### src/rtl/f2i_pkg.sv
package f2i_pkg;

  // Operand class produced by the field decoder
  typedef enum logic [2:0] {
    CLS_ZERO = 3'd0,
    CLS_SUB  = 3'd1,
    CLS_NORM = 3'd2,
    CLS_INF  = 3'd3,
    CLS_NAN  = 3'd4
  } f2i_cls_e;

endpackage

### src/rtl/f2i_classify.sv
module f2i_classify
  import f2i_pkg::*;
#(
  parameter int EXP_W = 8,
  parameter int MAN_W = 23,
  parameter int INT_W = 32,
  localparam int DATA_W = 1 + EXP_W + MAN_W,
  localparam int SH_W = $clog2(INT_W)
) (
  input  logic [DATA_W-1:0] operand_i,
  output logic              sign_o,
  output f2i_cls_e          cls_o,
  output logic              below_one_o,
  output logic              too_big_o,
  output logic              at_top_o,
  output logic [SH_W-1:0]   shamt_o,
  output logic [MAN_W:0]    sig_o
);

  localparam int BIAS = (1 << (EXP_W - 1)) - 1;
  localparam logic [EXP_W-1:0] EXP_ONES = '1;
  localparam logic [EXP_W:0] LIM_ONE = (EXP_W+1)'(BIAS);
  localparam logic [EXP_W:0] LIM_TOP = (EXP_W+1)'(BIAS + INT_W - 1);
  localparam logic [EXP_W:0] LIM_BIG = (EXP_W+1)'(BIAS + INT_W);

  logic [EXP_W-1:0] exp_f;
  logic [MAN_W-1:0] man_f;
  logic [EXP_W:0]   exp_x;
  logic             man_nz;

  assign sign_o = operand_i[DATA_W-1];
  assign exp_f  = operand_i[DATA_W-2 -: EXP_W];
  assign man_f  = operand_i[MAN_W-1:0];
  assign exp_x  = {1'b0, exp_f};
  assign man_nz = |man_f;

  always_comb begin
    if (exp_f == EXP_ONES) begin
      cls_o = man_nz ? CLS_NAN : CLS_INF;
    end else if (exp_f == '0) begin
      cls_o = man_nz ? CLS_SUB : CLS_ZERO;
    end else begin
      cls_o = CLS_NORM;
    end
  end

  // magnitude ranges by unbiased exponent
  assign below_one_o = exp_x < LIM_ONE;
  assign at_top_o    = exp_x == LIM_TOP;
  assign too_big_o   = exp_x >= LIM_BIG;
  assign shamt_o     = SH_W'(exp_x - LIM_ONE);
  assign sig_o       = {1'b1, man_f};

endmodule

### src/rtl/f2i_align.sv
module f2i_align #(
  parameter int MAN_W = 23,
  parameter int INT_W = 32,
  localparam int SH_W = $clog2(INT_W),
  localparam int WIDE_W = MAN_W + INT_W
) (
  input  logic [MAN_W:0]    sig_i,
  input  logic [SH_W-1:0]   shamt_i,
  output logic [INT_W-1:0]  mag_o,
  output logic              sticky_o
);

  // binary point sits below bit MAN_W of the widened significand
  logic [WIDE_W-1:0] wide;

  assign wide     = WIDE_W'(sig_i) << shamt_i;
  assign mag_o    = wide[WIDE_W-1:MAN_W];
  assign sticky_o = |wide[MAN_W-1:0];

endmodule

### src/rtl/f2i_pack.sv
module f2i_pack
  import f2i_pkg::*;
#(
  parameter int INT_W = 32
) (
  input  logic             sign_i,
  input  f2i_cls_e         cls_i,
  input  logic             below_one_i,
  input  logic             too_big_i,
  input  logic             at_top_i,
  input  logic [INT_W-1:0] mag_i,
  input  logic             sticky_i,
  input  logic             uns_i,
  output logic [INT_W-1:0] res_o,
  output logic             invalid_o,
  output logic             inexact_o
);

  localparam logic [INT_W-1:0] S_MAX = {1'b0, {(INT_W-1){1'b1}}};
  localparam logic [INT_W-1:0] S_MIN = {1'b1, {(INT_W-1){1'b0}}};
  localparam logic [INT_W-1:0] U_MAX = '1;

  logic             neg_bad;
  logic             ovf;
  logic [INT_W-1:0] sat;

  assign neg_bad = uns_i && sign_i && (cls_i != CLS_ZERO) && (cls_i != CLS_NAN);
  assign sat     = uns_i ? U_MAX : (sign_i ? S_MIN : S_MAX);
  // at the top exponent only the exact negative minimum still fits
  assign ovf     = uns_i ? too_big_i
                         : (too_big_i || (at_top_i && (!sign_i || (|mag_i[INT_W-2:0]))));

  always_comb begin
    res_o     = '0;
    invalid_o = 1'b0;
    inexact_o = 1'b0;
    if (cls_i == CLS_NAN || neg_bad) begin
      invalid_o = 1'b1;
    end else begin
      unique case (cls_i)
        CLS_SUB:  inexact_o = 1'b1;
        CLS_INF: begin
          res_o     = sat;
          invalid_o = 1'b1;
        end
        CLS_NORM: begin
          if (below_one_i) begin
            inexact_o = 1'b1;
          end else if (ovf) begin
            res_o     = sat;
            invalid_o = 1'b1;
          end else begin
            res_o     = (sign_i && !uns_i) ? (~mag_i + 1'b1) : mag_i;
            inexact_o = sticky_i;
          end
        end
        default: ;
      endcase
    end
  end

endmodule

### src/rtl/f2i_trunc.sv
module f2i_trunc
  import f2i_pkg::*;
#(
  parameter int EXP_W = 8,
  parameter int MAN_W = 23,
  parameter int INT_W = 32,
  localparam int DATA_W = 1 + EXP_W + MAN_W,
  localparam int SH_W = $clog2(INT_W)
) (
  input  logic              clk,
  input  logic              rst,
  input  logic              start_i,
  input  logic              unsigned_i,
  input  logic [DATA_W-1:0] operand_i,
  output logic [INT_W-1:0]  result_o,
  output logic              invalid_o,
  output logic              inexact_o,
  output logic              done_o
);

  logic             sign;
  f2i_cls_e         cls;
  logic             below_one;
  logic             too_big;
  logic             at_top;
  logic [SH_W-1:0]  shamt;
  logic [MAN_W:0]   sig;
  logic [INT_W-1:0] mag;
  logic             sticky;
  logic [INT_W-1:0] res_c;
  logic             inv_c;
  logic             inx_c;

  f2i_classify #(.EXP_W(EXP_W), .MAN_W(MAN_W), .INT_W(INT_W)) u_cls (
    .operand_i   (operand_i),
    .sign_o      (sign),
    .cls_o       (cls),
    .below_one_o (below_one),
    .too_big_o   (too_big),
    .at_top_o    (at_top),
    .shamt_o     (shamt),
    .sig_o       (sig)
  );

  f2i_align #(.MAN_W(MAN_W), .INT_W(INT_W)) u_align (
    .sig_i    (sig),
    .shamt_i  (shamt),
    .mag_o    (mag),
    .sticky_o (sticky)
  );

  f2i_pack #(.INT_W(INT_W)) u_pack (
    .sign_i      (sign),
    .cls_i       (cls),
    .below_one_i (below_one),
    .too_big_i   (too_big),
    .at_top_i    (at_top),
    .mag_i       (mag),
    .sticky_i    (sticky),
    .uns_i       (unsigned_i),
    .res_o       (res_c),
    .invalid_o   (inv_c),
    .inexact_o   (inx_c)
  );

  always_ff @(posedge clk) begin
    if (rst) begin
      result_o  <= '0;
      invalid_o <= 1'b0;
      inexact_o <= 1'b0;
      done_o    <= 1'b0;
    end else begin
      done_o <= start_i;
      if (start_i) begin
        result_o  <= res_c;
        invalid_o <= inv_c;
        inexact_o <= inx_c;
      end
    end
  end

endmodule

### config.mk
export PLATFORM = sky130hd
export DESIGN_NAME = f2i_trunc
export DESIGN_NICKNAME = d
export VERILOG_FILES = /design/src/rtl/f2i_pkg.sv /design/src/rtl/f2i_classify.sv /design/src/rtl/f2i_align.sv /design/src/rtl/f2i_pack.sv /design/src/rtl/f2i_trunc.sv
export SDC_FILE = /design/constraint.sdc
export NUM_CORES = 1
export LEC_CHECK = 0
export BUFFER_PORTS_ARGS = -buffer_cell sky130_fd_sc_hd__buf_2
export CORE_MARGIN = 5
export CORE_UTILIZATION = 45
export DETAILED_ROUTE_END_ITERATION = 8
export PLACE_DENSITY = 0.68
export REMOVE_ABC_BUFFERS = 1
export SLEW_MARGIN = 20
export SYNTH_ARGS = -nofsm -noshare
export SYNTH_HDL_FRONTEND = slang
export SYNTH_SLANG_ARGS = --single-unit
### constraint.sdc
create_clock -name clk -period 4 [get_ports clk]
set_input_delay 0.2 -clock clk [delete_from_list [all_inputs] [get_ports clk]]
set_output_delay 0.2 -clock clk [all_outputs]
set_load 0.02 [all_outputs]
==> metrics.cfg <==
[outcome]
status=completed

[synthesis]
synth_compound_gate_area_share_pct=26.48
seq_area_frac_synth_pct=14.33
synth_top_area_cell=dfxtp_1
yosys.area_share.xor_xnor_pct=2.636
synthCells=631
synth_area_leaders=dfxtp_1 (14%), mux4_2 (11%), mux2i_1 (7.4%)
postSynth.asyncResetShare_pct=0
synth_simple_gate_area_share_pct=25.41
synth_mux_area_share_pct=23.87
syn-cell-area_um2=4890
synth-warning-count=0
synth_top_family_by_area=compound AO/OA/AOI/OAI gates
syn_avg_cell_area_um2=7.749
synth_top_area_share_pct=14.33
postSynth.topFlopCell=dfxtp_1
yosys.area_share.adder_pct=1.279
post_synth_num_cell_types=86
ys_seq_elements=35
synth-edff-count=0

[drt]
vias=5724
wire_per_inst_um=19.96
drt.antenna.violating_nets=0
route.final.wire_length_um=18410
vias_per_cell=6.208
drt_pass1_iterations=6
dr.first_iter.drc_count=541
drt_drc_violations_left=0

[final_layout]
layout.filler_cells=1072
fin_area_um2=6302
layout.cells.most_common=buf_4
total_number_of_nets_in_the_final_design=822
ff_latch_area_um2=700.7
layout.cells.most_common_list=buf_4 (117), buf_2 (70), nand2_1 (64)
syn_to_final_growth_pct=28.89
multi_input_comb_area_um2=3960
drive_gt1_share_pct=35.42
antennaDiodeCount=0
finish.cell_count_without_fillers=922

[clocking]
cts_htree_levels=2
cts.repair_timing.setup_buffer_count=0
clkSlewWorstSetupHoldPaths_ps=80
clock_insertion_delay_worst_skew_ps=300
cts_tree=done
cts.path.max_buffers=2
numCtsBuffers=5
holdBufCountCts=0
clock_tree.root_cell=clkbuf_8
clock_sink_count=35

[pwr]
switchingPower_mw=0.7432
cellPowerDensity_nw_per_um2=291.3
clock_power_share_pct=21.2
max-vdd-ir-drop_v=0.0002212
leakage_nw=2.671
power.internal_mw=1.092
netSwitchingFraction_pct=40.49
report.power.total_mw=1.836
sequentialPowerShare_pct=20.6
comb_power_share_pct=58.3

[die]
starting_density_of_the_core_pct=45.51
floorplan.io_pins=71
rows=38
chipWidth_um=114.2
die_h_um=114.2
placeableCoreArea_um2=10750
floorplan.die_area_um2=13050

[placement]
place_inst=914
dp_hpwl_um=14940
placed_area_um2=6126
gp_congestion=0.9572
placement.io_buffers=70

[worst_hold_path]
worst_hold_path_type=input pin to register

[global_route]
grt_remaining_overflow=0
grt_pass1_wl_um=29810
grt_usage_pct=28.43
first_global_vias=5527
grt_start_max_net_pins=33
grt_antenna_before_repair=0

[timing]
report.final.hold_viol_count=0
rsz_0062_raised_after_global_routing=false
worst_pin_slew_ps=636.1
whs_ps=157.5
clock-skew-final_ps=0
portion_of_the_clock_cycle_consumed_by_the_worst_path_in_the_final_layout_pct=93.74
final.setup.tns_ps=0
final-max-slew-violation-count=0
max_clock_freq_ghz=0.2667
report.final.setup_viol=0
max-slew-margin-rel_pct=57.49
finalWorstPathRequiredPeriod_ps=3750

[worst_setup_path]
worstPathArrival_ps=3920
setup.worst_path.class=input pin to register
worstPathMaxFanout=27
critical_path.startpoint_type=input pin
crit_required_ps=4170
end_kind=register

[run]
drv_cap=0

synthesized netlist by cell type, drive strengths merged, types with 4 or more instances:
cell type / instances
a211oi: 10
a21o: 5
a21oi: 49
a31oi: 12
and2: 9
and3: 5
buf: 26
clkbuf: 22
dfxtp: 35
ha: 5
inv: 7
mux2: 23
mux2i: 36
mux4: 24
nand2: 65
nand2b: 6
nand3: 37
nand3b: 4
nand4: 6
nor2: 65
nor2b: 5
nor3: 18
nor4: 13
o211ai: 13
o21a: 4
o21ai: 42
o22ai: 5
o31ai: 4
o32ai: 4
xnor2: 8
xor2: 5
cell families after synthesis:
family	count (synthesis)
AOI/OAI and AO/OA	190
xor gates and xnor gates	13
adders and majority gates	5
buffers and inverters	56
DFF	35
muxes	83
and+or+nand+nor	249
flip-flops by register name, summed over array words and instances (netlist names):
name       flops
result_o      32
inexact_o      1
done_o         1
invalid_o      1
stage by stage:
stage / setup slack, ps / utilization (%)
after global routing: 0.6533 / 58.65
after global placement: -49.45 / 57.01
after CTS: 147.6 / 58.28
final: 250.3 / 58.65
after detailed placement: -168.0 / 57.01
after floorplan: -1650 / -
timing repair:
action / CTS / global route
gates resized for setup: 0 / 7
endpoints found under the hold margin: 0 / 0
endpoints found under the setup margin: 0 / 10
worst max-delay path, stage by stage:
cell,delay (ps)
buf_2,120
buf_6,260
ha_1,260
buf_4,170
nand3_1,150
xor2_2,290
mux2i_1,140
a2bb2oi_1,310
ha_2,260
nor4b_1,220
a311oi_1,130
nor4bb_1,310
buf_4,210
nand4_4,100
and2_4,260
nor4_1,420
o21ai_1,90
power groups by stage:
stage	sequential, mW	combinational (mW)	clock (mW)
after detailed placement	0.385	1.04	0
after global placement	0.384	1.03	0
after global routing	0.380	1.15	0.409
final	0.377	1.07	0.389
after floorplan	0.409	0.553	0
after CTS	0.377	1.05	0.395
metal layers:
metal  vias to the layer above  wire length [um]  GRT usage (%)
li1                       2728                 -              -
met1                      2700              7804          37.20
met2                       248              8664          47.54
met3                        48              1119          3.383
met4                         0               817          11.64
met5                         -                 0              0
cell type report:
| cell class | count | share of cell area (%) |
|---|---|---|
| inverter | 8 | 0.4765 |
| timing repair buffer | 191 | 20.63 |
| multi-input combinational | 540 | 62.84 |
| clock buffer | 5 | 1.092 |
| sequential | 35 | 11.12 |
| clock inverter | 3 | 1.072 |
| tap | 140 | 2.779 |
worst paths after layout:
kind | startpoint | to | slack [ps] | cells after the start
min | rst | invalid_o | 160 | 2
min reg2reg | result_o[0] | result_o[0] | 460 | 2
max reg2reg | result_o[19] | result_o[19] | 3200 | 3
max | operand_i[23] | result_o[27] | 250 | 17
No activity file was read; power rests on OpenSTA's default activity.
